File: config.mk
export PLATFORM = sky130hd
export DESIGN_NAME = ipi_command_unit
export DESIGN_NICKNAME = d
export VERILOG_FILES = /design/src/rtl/ipi_cmd_pkg.sv /design/src/rtl/ipi_ctrl.sv /design/src/rtl/ipi_datapath.sv /design/src/rtl/ipi_command_unit.sv
export SDC_FILE = /design/constraint.sdc
export NUM_CORES = 1
export LEC_CHECK = 0
export CORE_ASPECT_RATIO = 0.75
export CORE_MARGIN = 2
export CORE_UTILIZATION = 40
export CTS_CLUSTER_DIAMETER = 30
export CTS_CLUSTER_SIZE = 25
export DETAILED_ROUTE_END_ITERATION = 7
export HOLD_SLACK_MARGIN = 0.05
export PLACE_DENSITY = 0.85
export SLEW_MARGIN = 10
export SYNTH_ARGS = -nofsm -noshare
export SYNTH_HDL_FRONTEND = slang
export SYNTH_HIERARCHICAL = 1
export SYNTH_SLANG_ARGS = --single-unit
File: constraint.sdc
create_clock -name clk -period 5.42 [get_ports clk]
set_input_delay 1.084 -clock clk [delete_from_list [all_inputs] [get_ports clk]]
set_output_delay 1.084 -clock clk [all_outputs]
set_load 0.1 [all_outputs]
File: src/rtl/ipi_cmd_pkg.sv
package ipi_cmd_pkg;
  localparam int ADDR_W = 12;
  localparam int DATA_W = 32;
  localparam int ID_W   = 8;
  localparam int ID_LSB = DATA_W - ID_W;

  localparam logic [ADDR_W-1:0] OFF_ID   = 12'h020;
  localparam logic [ADDR_W-1:0] OFF_LOW  = 12'h300;
  localparam logic [ADDR_W-1:0] OFF_HIGH = 12'h310;

  localparam int VEC_LSB   = 0;
  localparam int VEC_W     = 8;
  localparam int MODE_LSB  = 8;
  localparam int MODE_W    = 3;
  localparam int BUSY_BIT  = 12;
  localparam int ASSERT_BIT = 14;
  localparam int TRIG_BIT  = 15;
  localparam int SHORT_LSB = 18;
  localparam int SHORT_W   = 2;

  localparam logic [DATA_W-1:0] LOW_WR_MASK = 32'h000C_C7FF;

  typedef enum logic [1:0] {
    SH_NONE    = 2'b00,
    SH_SELF    = 2'b01,
    SH_ALL     = 2'b10,
    SH_OTHERS  = 2'b11
  } shorthand_t;

  typedef enum logic {
    CTRL_IDLE = 1'b0,
    CTRL_SEND = 1'b1
  } ctrlState_t;

  typedef struct packed {
    logic loadLow;
    logic loadHigh;
    logic launch;
  } ipiStrobes_t;
endpackage

File: src/rtl/ipi_ctrl.sv
module ipi_ctrl
  import ipi_cmd_pkg::*;
(
  input  logic              clk,
  input  logic              rstN,
  input  logic              regWrEn,
  input  logic [ADDR_W-1:0] regAddr,
  input  logic              msgReady,
  output ipiStrobes_t       strobes,
  output logic              sendBusy
);
  ctrlState_t state, stateNext;
  logic wrLow, wrHigh;

  always_comb begin
    wrLow  = regWrEn && (regAddr == OFF_LOW);
    wrHigh = regWrEn && (regAddr == OFF_HIGH);
    strobes.loadHigh = wrHigh;
    strobes.loadLow  = wrLow && (state == CTRL_IDLE);
    strobes.launch   = wrLow && (state == CTRL_IDLE);
  end

  always_comb begin
    stateNext = state;
    unique case (state)
      CTRL_IDLE: if (strobes.launch) stateNext = CTRL_SEND;
      CTRL_SEND: if (msgReady)       stateNext = CTRL_IDLE;
      default:                       stateNext = CTRL_IDLE;
    endcase
  end

  always_ff @(posedge clk) begin
    if (!rstN) state <= CTRL_IDLE;
    else       state <= stateNext;
  end

  assign sendBusy = (state == CTRL_SEND);

  assert_launch_valid_R4: assert property (@(posedge clk) disable iff (!rstN)
    strobes.launch |=> sendBusy);
  assert_valid_hold_R6: assert property (@(posedge clk) disable iff (!rstN)
    (sendBusy && !msgReady) |=> sendBusy);
  assert_release_R6: assert property (@(posedge clk) disable iff (!rstN)
    (sendBusy && msgReady) |=> !sendBusy);
endmodule

File: src/rtl/ipi_datapath.sv
module ipi_datapath
  import ipi_cmd_pkg::*;
#(
  parameter logic [ID_W-1:0] UNIT_ID = 8'h05
)(
  input  logic              clk,
  input  logic              rstN,
  input  logic              regWrEn,
  input  logic [ADDR_W-1:0] regAddr,
  input  logic [DATA_W-1:0] regWrData,
  input  ipiStrobes_t       strobes,
  input  logic              sendBusy,
  output logic [DATA_W-1:0] regRdData,
  output logic [ID_W-1:0]   msgDest,
  output logic [MODE_W-1:0] msgMode,
  output logic [VEC_W-1:0]  msgVector,
  output logic              msgAssert,
  output logic              msgLevelTrig,
  output logic [SHORT_W-1:0] msgShorthand
);
  logic [DATA_W-1:0] lowReg;
  logic [ID_W-1:0]   destHigh;
  logic [ID_W-1:0]   destLatched;
  logic [ID_W-1:0]   destResolved;
  shorthand_t        wrShort;

  always_comb begin
    wrShort = shorthand_t'(regWrData[SHORT_LSB +: SHORT_W]);
    unique case (wrShort)
      SH_NONE:   destResolved = destHigh;
      SH_SELF:   destResolved = UNIT_ID;
      default:   destResolved = '1;
    endcase
  end

  always_ff @(posedge clk) begin
    if (!rstN) begin
      lowReg      <= '0;
      destHigh    <= '0;
      destLatched <= '0;
    end else begin
      if (strobes.loadLow)  lowReg   <= regWrData & LOW_WR_MASK;
      if (strobes.loadHigh) destHigh <= regWrData[ID_LSB +: ID_W];
      if (strobes.launch)   destLatched <= destResolved;
    end
  end

  assign msgDest      = destLatched;
  assign msgMode      = lowReg[MODE_LSB +: MODE_W];
  assign msgVector    = lowReg[VEC_LSB +: VEC_W];
  assign msgAssert    = lowReg[ASSERT_BIT];
  assign msgLevelTrig = lowReg[TRIG_BIT];
  assign msgShorthand = lowReg[SHORT_LSB +: SHORT_W];

  always_comb begin
    regRdData = '0;
    unique case (regAddr)
      OFF_ID:   regRdData[ID_LSB +: ID_W] = UNIT_ID;
      OFF_HIGH: regRdData[ID_LSB +: ID_W] = destHigh;
      OFF_LOW: begin
        regRdData = lowReg;
        regRdData[BUSY_BIT] = sendBusy;
      end
      default:  regRdData = '0;
    endcase
  end

  assert_low_frozen_R7: assert property (@(posedge clk) disable iff (!rstN)
    (sendBusy && regWrEn && regAddr == OFF_LOW) |=> $stable(lowReg));
  assert_fields_stable_R6: assert property (@(posedge clk) disable iff (!rstN)
    (sendBusy && !strobes.launch) |=> ($stable(lowReg) && $stable(destLatched)));
  assert_bcast_dest_R8: assert property (@(posedge clk) disable iff (!rstN)
    (strobes.launch && regWrData[SHORT_LSB+1]) |=> (destLatched == '1));
endmodule

File: src/rtl/ipi_command_unit.sv
module ipi_command_unit
  import ipi_cmd_pkg::*;
#(
  parameter logic [7:0] UNIT_ID = 8'h05
)(
  input  logic        clk,
  input  logic        rstN,
  input  logic        regWrEn,
  input  logic [11:0] regAddr,
  input  logic [31:0] regWrData,
  output logic [31:0] regRdData,
  output logic        msgValid,
  input  logic        msgReady,
  output logic [7:0]  msgDest,
  output logic [2:0]  msgMode,
  output logic [7:0]  msgVector,
  output logic        msgAssert,
  output logic        msgLevelTrig,
  output logic [1:0]  msgShorthand
);
  ipiStrobes_t strobes;
  logic        sendBusy;

  ipi_ctrl u_ctrl (
    .clk      (clk),
    .rstN     (rstN),
    .regWrEn  (regWrEn),
    .regAddr  (regAddr),
    .msgReady (msgReady),
    .strobes  (strobes),
    .sendBusy (sendBusy)
  );

  ipi_datapath #(.UNIT_ID(UNIT_ID)) u_dp (
    .clk          (clk),
    .rstN         (rstN),
    .regWrEn      (regWrEn),
    .regAddr      (regAddr),
    .regWrData    (regWrData),
    .strobes      (strobes),
    .sendBusy     (sendBusy),
    .regRdData    (regRdData),
    .msgDest      (msgDest),
    .msgMode      (msgMode),
    .msgVector    (msgVector),
    .msgAssert    (msgAssert),
    .msgLevelTrig (msgLevelTrig),
    .msgShorthand (msgShorthand)
  );

  assign msgValid = sendBusy;
endmodule

== Yosys cells after proc, flatten, opt, wreduce, memory -nomap -nowiden ==
Cells that the tools add are included.
Word-level totals
  input port bits: 48
  bits in registers: 32
  output and inout port bits: 56
Cells by class
  mux-type cells: 6
  reduce and logical (&&, ||, !) cells: 4
  bitwise gates (word level): 1
  eq/ne operators: 4
Operator list (number)
  8-bit case mux with 2 select lines: 2
  12-bit by 10-bit equality test with 1-bit output (second input constant): 2
  20-bit two-way mux: 1
  12-bit by 6-bit equality test with 1-bit output (second input constant): 1
  1-bit logical AND: 3
  2-bit by 1-bit equality test with 1-bit output (second input constant): 1
  2-bit zero test: 1
  1-bit two-way mux: 2
  1-bit case mux with 2 select lines: 1
  1-bit inverter: 1

== Logic depth before layout (Yosys ltp) ==
  depth in word-level cells: 5
  gate-level depth with buffers: 8
  depth with buffers taken out: 6

== Modules after synthesis ==
Netlist, hierarchy kept.
By module, submodules not included
  ipi_datapath: cells an instance 165, instances 1, seq. area each 620.6 µm², area an instance 1607.8 µm²
  ipi_ctrl: cells an instance 14, instances 1, seq. area each 20.0 µm², area an instance 106.4 µm²

== Worst setup path after synthesis ==
OpenSTA, ideal clock, no wires.
  kind: input port to output port
  from: in regAddr[11]
  to: out regRdData[0]
  data required time: 4.336 ns
  cell stages on the path: 4
  arrival time: 4.889 ns
  buffers on the path: 1
  setup slack: -0.553 ns
  cells stage by stage: nor4_2 > nand4b_1 > buf_6 > nor4b_1
Between the ends
  word-level cells in the longest chain between the ends: 2
RTL lines
  start, declared: line ipi_command_unit.sv:9  | input logic [11:0] regAddr,
  12-bit by 10-bit equality test with 1-bit output
  20-bit two-way mux: line ipi_datapath.sv:57  | unique case (regAddr)
  end, declared: line ipi_command_unit.sv:11  | output logic [31:0] regRdData,
Every way passes these cells.

== Final worst setup path ==
  from: in regAddr[1]
  to: out regRdData[14]
Same word-level chain as after synthesis.

==> metrics.txt <==
pre-CTS setup slack=roughly 0.98 ns; Hold Slack=0.512 ns; most common cell after layout, fill and taps aside=clkdlybuf4s50_1; CP max stage cell=or4_1; Setup WS post-layout=approximately 0.97 ns; Worst Path Max Fanout=16; P&R area growth vs syn=67.1%; Core Box Area=slightly above 4000 sq um; initial core utilization=between 40% and 50%; Post-CTS Setup Bufs=0; Setup crit start kind=input pin; CTS HTree Levels=2; Syn Area/Cell=9.58 sq um; outcome=completed; period utilization=approximately 80%; antenna fix cells=0; IO Count=~100; share of cells above drive strength 1=approximately a fifth; worst vdd ir=between 0.0001 and 0.00015 V; critical-path cell list=clkdlybuf4s50_1, or4_1, nor4b_1, buf_12; # rows=20; Max Cap Viol=0; Crit path arrival time=between 3 and 4 ns; post-CTS sizing=0; skew final=between 0.005 and 0.006 ns; clk_lat worst skew=0.29 ns; Yosys reg bits=32; CP peak stage delay=approximately 0.92 ns; Synth Warn #=6; cts hold-fix bufs=0; Pre-Repair DR Iteration Count=4; element type at the critical path end=output pin; Vias=around 1600; final setup TNS=0 ns; CTS tree=yes; Post-Syn Area=1710 sq um; count of final hold-check violations=0; Routed WL=approximately 4700 microns; maximum clock insertion buffer count=2; FILL cells=between 300 and 400; Worst EP required=between 4 and 5 ns; CTS sink count=32; DRT antenna net count=0; final core utilization=between 70% and 80%; RSZ-0062 raised after global routing=false; initial antenna violation count=0; leading cell types in the layout, fill and taps excluded=clkdlybuf4s50_1 (62), dfxtp_1 (32), mux2i_1 (23), nor2b_1 (23), buf_12 (22); grt total ovfl=0; GPL Wtd Cong=roughly 0.84; vias in the first global route=1535; PortBufs=86; total track usage=about 20%; Final Setup Violations=0; Achievable Freq=approximately 0.22 GHz; NumNets Final=a little over 300; chip height=60.7 microns; die area=just under 5000 sq um; Root Driver=clkbuf_8; total CTS buffers=5; Slew headroom=between 30% and 40%; ratio of total power to cell area=176 nW/um^2; DR WL/cell=14.9 microns; first-pass GRT wire length=7340 microns; Pleak=roughly 0.95 nW; largest net degree at the start of global routing=34; post-synthesis cell count=179; type of the worst setup path=in2out; worst slew pin tran=0.993 ns; Final Total Pwr=slightly above 0.0005 W; Synth cell types=29; DRC errors left=0; post-DR vias/cell=slightly below 5; DRT iter0 DRCs=36; sequential element share of the synthesized area=a little under two fifths; Hold Crit Class=reg2reg; Tmin final=4.45 ns; count of final max-slew check failures=0; Clock transition at path regs=roughly 0.06 ns; post-DP HPWL=3590 microns; Die Wd=79.6 microns
[layout make-up]
cell class                      instances  area [sq um]  area share, %
Sequential cell                        32           641           22.4
Timing Repair Buffer                   90          1110           38.6
Tap cell                               55          68.8           2.40
Clock buffer                            7          96.3           3.36
Multi-Input combinational cell        128           941           32.9
Inverter                                3          11.3          0.393
[through the flow]
stage | instance area (sq um) | std cells
6_report | 2860 | 315
3_5_place_dp | 2770 | 308
4_1_cts | 2860 | 315
3_3_place_gp | 2770 | 308
2_1_floorplan | 1750 | 186
5_1_grt | 2860 | 315
[flip-flops by register name, summed over array words and instances, names as in the netlist]
signal	cells
u_ctrl/sendBusy	1
u_dp/msgDest	8
u_dp/destHigh	8
u_dp/lowReg	15
[logic make-up (layout without fill, tap and decap cells)]
kind of cell | count (synthesis) | after routing | synth area share, %
other cells | 1 | 8 | 0.219
compound gates | 19 | 19 | 5.55
simple gates | 78 | 78 | 33.5
flops | 32 | 32 | 37.4
mux | 23 | 23 | 13.4
buf+inv | 26 | 100 | 9.93
[worst max-delay path: cells and delay by family]
family	cells	cell delay, ns
and+or+nand+nor	2	1.58
buffers and inverters	2	0.68
[cells in the mapped netlist, drive strengths merged]
cell	instances	area (sq um)
nor2b	23	144
inv	3	11.3
nand3	7	35.0
nand4b	1	8.76
mux2i	23	230
and4bb	1	12.5
and4b	1	10.0
nand2	2	7.51
conb	1	3.75
dfxtp	32	641
nor4b	17	229
buf	18	140
or4	1	7.51
clkbuf	5	18.8
nor3	3	15.0
nand2b	1	6.26
o21ai	9	45.0
nor4	4	31.3
nand3b	1	7.51
a21oi	10	50.1
nor2	16	60.1
[final timing paths]
kind                                                     end  slack [ns]                          from  cells past startpoint
worst max-delay path                           regRdData[14]        0.97                    regAddr[1]                      4
worst min-delay path            u_dp/msgDest[7]$_SDFFE_PN0P_        0.51  u_dp/msgDest[7]$_SDFFE_PN0P_                      2
worst max register to register   u_dp/lowReg[4]$_SDFFE_PN0P_        3.53    u_ctrl/sendBusy$_SDFF_PN0_                      4
worst min register to register  u_dp/msgDest[7]$_SDFFE_PN0P_        0.51  u_dp/msgDest[7]$_SDFFE_PN0P_                      2
[power breakdown]
group / switching, W / internal [W]
Combinational: 0.0000419 / 0.0000301
Sequential: 0.0000000211 / 0.000235
Clock: 0.0000841 / 0.000113
[metal layers]
| metal | up-vias | track usage [%] | wire, microns | share of wire, % |
|---|---|---|---|---|
| met5 | - | 0 | 0 | 0 |
| met4 | 0 | 10.6 | 121 | 2.6 |
| met3 | 11 | 6.10 | 326 | 6.9 |
| met2 | 61 | 32.5 | 2200 | 47 |
| met1 | 718 | 25.3 | 2060 | 44 |
| li1 | 772 | - | - | - |
Power figures use the tool's default switching activity.
